### src/rtl/i2cq_pkg.sv
package i2cq_pkg;

    localparam int NF_CODE_W = 4;
    localparam int SC_CODE_W = 3;
    localparam int NF_CNT_W  = 6;   // holds the largest first-stage divisor (60)
    localparam int SC_CNT_W  = 10;  // holds the largest second-stage divisor (512)
    localparam int N_PHASES  = 4;
    localparam int PH_W      = $clog2(N_PHASES);

    typedef enum logic [1:0] {
        BC_START = 2'd0,
        BC_STOP  = 2'd1,
        BC_WRITE = 2'd2,
        BC_READ  = 2'd3
    } bitcmd_e;

    typedef struct packed {
        logic scl_oe;
        logic scl_o;
        logic sda_oe;
        logic sda_o;
    } drive_t;

    // first stage: powers of two for the low codes, then four times the code
    function automatic logic [NF_CNT_W-1:0] nf_divisor(input logic [NF_CODE_W-1:0] c);
        if (c < NF_CODE_W'(3))
            return NF_CNT_W'(2) << c;
        else
            return NF_CNT_W'(c) << 2;
    endfunction

    function automatic logic [SC_CNT_W-1:0] sc_divisor(input logic [SC_CODE_W-1:0] c);
        return SC_CNT_W'(4) << c;
    endfunction

endpackage

### src/rtl/i2cq_prescale.sv
module i2cq_prescale
    import i2cq_pkg::*;
(
    input  logic                 clk,
    input  logic                 rst,
    input  logic                 run,
    input  logic [NF_CODE_W-1:0] nf_code,
    input  logic [SC_CODE_W-1:0] sc_code,
    output logic                 phase_tick
);

    logic [NF_CNT_W-1:0] c1, d1m;
    logic [SC_CNT_W-1:0] c2, d2m;
    logic                nf_tick;

    assign d1m        = nf_divisor(nf_code) - NF_CNT_W'(1);
    assign d2m        = sc_divisor(sc_code) - SC_CNT_W'(1);
    assign nf_tick    = run && (c1 == d1m);
    assign phase_tick = nf_tick && (c2 == d2m);

    always_ff @(posedge clk) begin
        if (rst || !run) begin
            c1 <= '0;
            c2 <= '0;
        end else if (nf_tick) begin
            c1 <= '0;
            c2 <= (c2 == d2m) ? '0 : c2 + SC_CNT_W'(1);
        end else begin
            c1 <= c1 + NF_CNT_W'(1);
        end
    end

    p_c1_bound_r1: assert property (@(posedge clk) disable iff (rst) c1 <= d1m);
    p_c2_bound_r2: assert property (@(posedge clk) disable iff (rst) c2 <= d2m);
    p_tick_run_r1: assert property (@(posedge clk) disable iff (rst) $rose(run) |-> !phase_tick);

endmodule

### src/rtl/i2cq_phaser.sv
module i2cq_phaser
    import i2cq_pkg::*;
(
    input  logic                clk,
    input  logic                rst,
    input  logic                en,
    input  logic                cmd_valid,
    input  logic [1:0]          cmd_kind,
    input  logic                cmd_bit,
    input  logic                sda_in,
    input  logic                phase_tick,
    output logic                active,
    output logic                cmd_ready,
    output drive_t              drv,
    output logic [N_PHASES-1:0] phase_strobe,
    output logic                bit_done,
    output logic                rx_bit
);

    logic [PH_W-1:0] phase;
    bitcmd_e         kind;
    logic            dbit, owned, samp, accept;

    assign cmd_ready = en && !active;
    assign accept    = cmd_valid && cmd_ready;

    always_ff @(posedge clk) begin
        if (rst || !en) begin
            active <= 1'b0;
            owned  <= 1'b0;
            phase  <= '0;
            kind   <= BC_WRITE;
            dbit   <= 1'b0;
            samp   <= 1'b0;
        end else if (active) begin
            if (phase_tick) begin
                if (phase == PH_W'(2) && kind == BC_READ)
                    samp <= sda_in;
                if (phase == PH_W'(N_PHASES-1)) begin
                    active <= 1'b0;
                    if (kind == BC_STOP)
                        owned <= 1'b0;
                end
                phase <= phase + PH_W'(1);
            end
        end else if (accept) begin
            active <= 1'b1;
            phase  <= '0;
            kind   <= bitcmd_e'(cmd_kind);
            dbit   <= cmd_bit;
            if (bitcmd_e'(cmd_kind) == BC_START)
                owned <= 1'b1;
        end
    end

    for (genvar k = 0; k < N_PHASES; k++) begin : g_strobe
        assign phase_strobe[k] = active && phase_tick && (phase == PH_W'(k));
    end

    assign bit_done = phase_strobe[N_PHASES-1];
    assign rx_bit   = bit_done && (kind == BC_READ) && samp;

    always_comb begin
        drv = '0;
        if (active) begin
            drv.scl_oe = 1'b1;
            if (kind == BC_STOP)
                drv.scl_o = (phase != PH_W'(0));
            else
                drv.scl_o = (phase == PH_W'(1)) || (phase == PH_W'(2));
            case (kind)
                BC_WRITE: begin drv.sda_oe = 1'b1; drv.sda_o = dbit;     end
                BC_START: begin drv.sda_oe = 1'b1; drv.sda_o = !phase[1]; end
                BC_STOP:  begin drv.sda_oe = 1'b1; drv.sda_o = phase[1];  end
                default:  begin drv.sda_oe = 1'b0; drv.sda_o = 1'b0;      end
            endcase
        end else if (owned) begin
            drv.scl_oe = 1'b1;
        end
    end

    p_scl_hold_r3: assert property (@(posedge clk) disable iff (rst)
        (active && $past(active) && !$past(phase_tick)) |-> $stable(drv.scl_o));
    p_done_idle_r8: assert property (@(posedge clk) disable iff (rst)
        bit_done |=> !active);
    p_strobe_one_r8: assert property (@(posedge clk) disable iff (rst)
        $onehot0(phase_strobe));
    p_ready_gap_r10: assert property (@(posedge clk) disable iff (rst)
        (cmd_valid && cmd_ready) |=> !cmd_ready);
    p_abort_free_r10: assert property (@(posedge clk) disable iff (rst)
        !en |=> (!drv.scl_oe && !drv.sda_oe));

endmodule

### src/rtl/i2cq_bitgen.sv
module i2cq_bitgen
    import i2cq_pkg::*;
(
    input  logic       clk,
    input  logic       rst,
    input  logic       en,
    input  logic [3:0] nf_code,
    input  logic [2:0] scl_code,
    input  logic       cmd_valid,
    input  logic [1:0] cmd_kind,
    input  logic       cmd_bit,
    output logic       cmd_ready,
    input  logic       sda_in,
    output logic       scl_oe,
    output logic       scl_out,
    output logic       sda_oe,
    output logic       sda_out,
    output logic [3:0] phase_strobe,
    output logic       bit_done,
    output logic       rx_bit
);

    logic [NF_CODE_W-1:0] nf_lat;
    logic [SC_CODE_W-1:0] sc_lat;
    logic                 busy, phase_tick;
    drive_t               drv;

    // codes follow the inputs only while no bit runs
    always_ff @(posedge clk) begin
        if (rst) begin
            nf_lat <= '0;
            sc_lat <= '0;
        end else if (!busy) begin
            nf_lat <= nf_code;
            sc_lat <= scl_code;
        end
    end

    i2cq_prescale i_prescale (
        .clk        (clk),
        .rst        (rst),
        .run        (busy),
        .nf_code    (nf_lat),
        .sc_code    (sc_lat),
        .phase_tick (phase_tick)
    );

    i2cq_phaser i_phaser (
        .clk          (clk),
        .rst          (rst),
        .en           (en),
        .cmd_valid    (cmd_valid),
        .cmd_kind     (cmd_kind),
        .cmd_bit      (cmd_bit),
        .sda_in       (sda_in),
        .phase_tick   (phase_tick),
        .active       (busy),
        .cmd_ready    (cmd_ready),
        .drv          (drv),
        .phase_strobe (phase_strobe),
        .bit_done     (bit_done),
        .rx_bit       (rx_bit)
    );

    assign scl_oe  = drv.scl_oe;
    assign scl_out = drv.scl_o;
    assign sda_oe  = drv.sda_oe;
    assign sda_out = drv.sda_o;

    p_codes_frozen_r9: assert property (@(posedge clk) disable iff (rst)
        ($past(busy) && busy) |-> ($stable(nf_lat) && $stable(sc_lat)));

endmodule

### config.mk
export PLATFORM = sky130hd
export DESIGN_NAME = i2cq_bitgen
export DESIGN_NICKNAME = d
export VERILOG_FILES = /design/src/rtl/i2cq_pkg.sv /design/src/rtl/i2cq_prescale.sv /design/src/rtl/i2cq_phaser.sv /design/src/rtl/i2cq_bitgen.sv
export SDC_FILE = /design/constraint.sdc
export NUM_CORES = 1
export LEC_CHECK = 0
export ABC_AREA = 1
export BUFFER_PORTS_ARGS = -buffer_cell sky130_fd_sc_hd__buf_2
export CORE_MARGIN = 2
export CORE_UTILIZATION = 40
export CTS_BUF_LIST = sky130_fd_sc_hd__clkbuf_2
export DETAILED_ROUTE_END_ITERATION = 6
export PLACE_DENSITY = 0.59
export SETUP_SLACK_MARGIN = 0.4
export SYNTH_ARGS = -nofsm -noshare
export SYNTH_HDL_FRONTEND = slang
export SYNTH_SLANG_ARGS = --single-unit
### constraint.sdc
create_clock -name clk -period 4 [get_ports clk]
set_clock_uncertainty 0.2 [all_clocks]
set_input_delay 0.6 -clock clk [delete_from_list [all_inputs] [get_ports clk]]
set_output_delay 0.6 -clock clk [all_outputs]
set_load 0.02 [all_outputs]
==> impl_summary.log <==
[metrics] result of the run: complete, no violations
[metrics] maximum number of pins on one net before global-route repair: 20
[metrics] number of hold-repair buffers added at the cts stage: 0
[metrics] net count of the finished layout: 352
[metrics] root buffer selected by CTS: sky130_fd_sc_hd__clkbuf_2
[metrics] Clk pin slew, worst setup/hold paths: around 170 ps
[metrics] max-cap violation count: 0
[metrics] via count of the first global-routing pass: approximately 1700
[metrics] remaining max-slew budget at the tightest pin: 66.9%
[metrics] flip-flop cell with the highest count after synthesis: sky130_fd_sc_hd__dfxtp_1
[metrics] HPWL reported at the end of detailed placement: 3200 um
[metrics] Antenna diodes: 0
[metrics] total power density per cell area: 280 mW/mm2
[metrics] cells after synthesis: between 300 and 400
[metrics] Total Routing Usage GR: 17.2%
[metrics] slowest cell on the critical path: sky130_fd_sc_hd__dfxtp_2
[metrics] final number of max-transition violations: 0
[metrics] count of warnings emitted by yosys: 0
[metrics] count of final setup violators: 0
[metrics] Die Span Y: 74.4 um
[metrics] # clock sinks: 31
[metrics] proportion of layout cells with a drive suffix above 1: 19.6%
[metrics] final standard cell area without fillers: 0.00223 mm2
[metrics] final setup margin: roughly 740 ps
[metrics] overall die area: approximately 0.0055 mm2
[metrics] buffer and inverter count on the worst path: 3
[metrics] total via count in the routed design: 1822
[metrics] sequential cell area in the final layout: 623 um2
[metrics] overflow left after global routing: 0
[metrics] met3 global-route usage: under 10%
[metrics] Peak supply drop: ~0.12 mV
[metrics] Placement Rows: 25
[metrics] Fill cells: 541
[metrics] achievable clock frequency: 307 MHz
[metrics] die width: roughly 74 um
[metrics] sequential element share of the synthesized area: 31.3%
[metrics] WL final: 4150 um
[metrics] Area growth, synth to finish: 12.6%
[metrics] antenna violations before repair: 0
[metrics] utilization of the core after routing: 47.0%
[metrics] average routed wire per standard cell: 10.4 um
[metrics] most frequent standard cell in the layout excluding fill and tap cells: sky130_fd_sc_hd__nand2_1
[metrics] crit-path leading delay family: simple AND/OR/NAND/NOR gates
[metrics] number of cells in the finished layout apart from fillers: roughly 400
[metrics] kind of capture point of the worst setup path: primary output
[metrics] H-tree Lvls: 2
[metrics] Critical Path, Cell by Cell: inv_4 > nand3_1 > ha_1 > nand3_1 > nand2_1 > inv_2 > nand3_1 > nand2_1 > nor2_2 > nand2_2 > nor2_4 > nand2_1 > nor3_1 > buf_2
[metrics] clock buffers created by TritonCTS: 5
[metrics] placer's final routability congestion estimate: 0.863
[metrics] CTS max path bufs: 2
[metrics] number of design rule violations left after detail routing: 0
[metrics] ratio of final minimum period to clock period: 81.4%
[metrics] clock tree from TritonCTS: yes
[metrics] final setup TNS: 0 ps
[metrics] footprint of the multi-input gates: 0.00112 mm2
[metrics] setup slack, reg-to-reg: 1540 ps
[metrics] Via density: 4.58
[metrics] proportion of synthesized flip-flops having asynchronous set or reset: 0%
[metrics] # placed instances: 388
[metrics] arrival time of data at the critical path endpoint: 2460 ps
[metrics] NetSw: 0.000173 W
[metrics] clock network fraction of design power: 34.6%
[metrics] Power Internal: roughly 0.00045 W
[metrics] Least-Margin Pin Slew: around 500 ps
[metrics] setup slack after placement: 1010 ps
[metrics] Sw Share: between 20 and 30%
[metrics] cell area after synthesis: 0.00198 mm2
[metrics] area of the core region: 0.00475 mm2
[metrics] clock insertion delay at the later pin of the skew report: 370 ps
[metrics] CP Data Required Time: 3200 ps
[metrics] # port buffers: 25
[metrics] worst min-delay path class: in2reg
[metrics] sequential cell fraction of total power: 51.7%
[metrics] number of flops mapped to enable cells by yosys: 0
[metrics] number of synthesized register bits: 31
[metrics] final period demand of the worst path: 3260 ps
[metrics] global-route wire length before repair: 7410 um
[metrics] maximum fanout encountered on the critical timing path: 10
[metrics] Detail Route Antenna Nets: 0
[metrics] Placement Cell Area: 0.00215 mm2
[metrics] Synth Net Count: 324
[metrics] met1 Resource Use GR: a little under a quarter
[metrics] met2 demand-to-capacity share in global routing: 28.2%
[metrics] starting utilization of the core area: a little over two fifths
[metrics] highest-count cells in the layout ignoring fill and taps: 67 x sky130_fd_sc_hd__nand2_1, 40 x sky130_fd_sc_hd__inv_1, 38 x sky130_fd_sc_hd__nor2_1
[metrics] kind of launch point of the worst setup path: flop
[metrics] P_leak: 1.00 nW
[metrics] power share of the combinational group: 13.6%
[metrics] setup repair after global routing missed its margin: false
[metrics] Setup Crit Path Kind: reg2out
[metrics] longest individual stage delay on the worst path: 470 ps
[metrics] DRC marker count from the first detailed-route iteration: 84
[metrics] count of unique library cells instantiated by Yosys: 34
[metrics] TritonRoute pass-1 iters: 4
[metrics] num ports: 26
[metrics] grt peak-use layer: met2
[metrics] per-instance average area after synthesis: 6.57 um2
[metrics] final hold violations: 0
cell families (layout without fill, tap and decap cells):
| family | count (synthesis) | after routing | share of synthesized area [%] |
|---|---|---|---|
| compound gates | 38 | 38 | 10.7 |
| xor+xnor | 8 | 8 | 3.53 |
| fa+ha+maj | 7 | 7 | 4.42 |
| buf+inv | 57 | 86 | 12.0 |
| flops | 31 | 31 | 31.3 |
| simple gates | 161 | 161 | 38.0 |
cell usage after synthesis, types with 2 or more instances:
cell type                  number  area [um2]
sky130_fd_sc_hd__nor3_1         4        20.0
sky130_fd_sc_hd__dfxtp_1       31         621
sky130_fd_sc_hd__o21ai_1        4        20.0
sky130_fd_sc_hd__nand3_1       23         115
sky130_fd_sc_hd__nand4_1        5        31.3
sky130_fd_sc_hd__nand2_1       67         251
sky130_fd_sc_hd__buf_2          2        10.0
sky130_fd_sc_hd__xor2_1         6        52.6
sky130_fd_sc_hd__nor2_2         6        37.5
sky130_fd_sc_hd__o21ai_0       12        60.1
sky130_fd_sc_hd__xnor2_1        2        17.5
sky130_fd_sc_hd__nor2_4         3        33.8
sky130_fd_sc_hd__ha_1           7        87.6
sky130_fd_sc_hd__nor4_1         2        12.5
sky130_fd_sc_hd__a21oi_1       18        90.1
sky130_fd_sc_hd__nand3b_1       4        30.0
sky130_fd_sc_hd__inv_1         41         154
sky130_fd_sc_hd__inv_2          8        30.0
sky130_fd_sc_hd__nand2_2        3        18.8
sky130_fd_sc_hd__nor2_1        38         143
sky130_fd_sc_hd__clkbuf_1       2        7.51
sky130_fd_sc_hd__buf_6          2        22.5
worst paths after layout:
path | start | end | depth (start not counted)
worst max-delay path | sc_lat[2]$_SDFFE_PP0N_ | rx_bit | 14
worst min-delay path | cmd_kind[1] | i_phaser.kind[1]$_SDFFE_PP1P_ | 3
worst max register to register | sc_lat[1]$_SDFFE_PP0N_ | i_prescale.c2[7]$_SDFFE_PP0P_ | 14
worst min register to register | i_phaser.dbit$_SDFFE_PP0P_ | i_phaser.dbit$_SDFFE_PP0P_ | 2
registers in the layout (all words and copies together), names as in the netlist:
| register | count |
|---|---|
| i_phaser.samp | 1 |
| i_phaser.owned | 1 |
| sc_lat | 3 |
| i_prescale.c1 | 6 |
| i_phaser.dbit | 1 |
| i_phaser.active | 1 |
| i_phaser.phase | 2 |
| nf_lat | 4 |
| i_phaser.kind | 2 |
| i_prescale.c2 | 10 |
what timing repair did:
item                       in CTS  in global routing
gates resized for setup         0                  3
setup endpoints to repair       0                  6
buffers inserted                0                  2
through the flow:
| stage | power (W) | hold WS, ps |
|---|---|---|
| final | 0.000625 | 245 |
| after global routing | 0.000659 | 234 |
| after global placement | 0.000414 | 267 |
| after CTS | 0.000635 | 217 |
| after detailed placement | 0.000414 | 272 |
| after floorplan | 0.000394 | 229 |
power groups by stage:
stage | Sequential (W) | Combinational [W] | Clock, W
2_1_floorplan | 0.000326 | 0.0000677 | 0
3_3_place_gp | 0.000329 | 0.0000850 | 0
3_5_place_dp | 0.000329 | 0.0000853 | 0
4_1_cts | 0.000323 | 0.0000857 | 0.000227
5_1_grt | 0.000325 | 0.0000993 | 0.000235
6_report | 0.000323 | 0.0000853 | 0.000216
final cells by class:
| class | instances | area share (%) |
|---|---|---|
| inverter | 50 | 8.52 |
| timing repair buffer | 28 | 6.61 |
| tap | 67 | 3.75 |
| clock inverter | 3 | 1.74 |
| clock buffer | 5 | 1.12 |
| sequential | 31 | 27.9 |
| multi-input combinational | 214 | 50.4 |
layer usage:
layer  up-vias  wire (um)
li1       1007          -
met1       777       2140
met4         0         55
met2        32       1780
met5         -          0
met3         6        177
worst min-delay path, delay by kind of cell:
family | cells | cell delay [ps]
simple gates | 2 | 100
buf+inv | 1 | 90
Power figures use the tool's default switching activity.
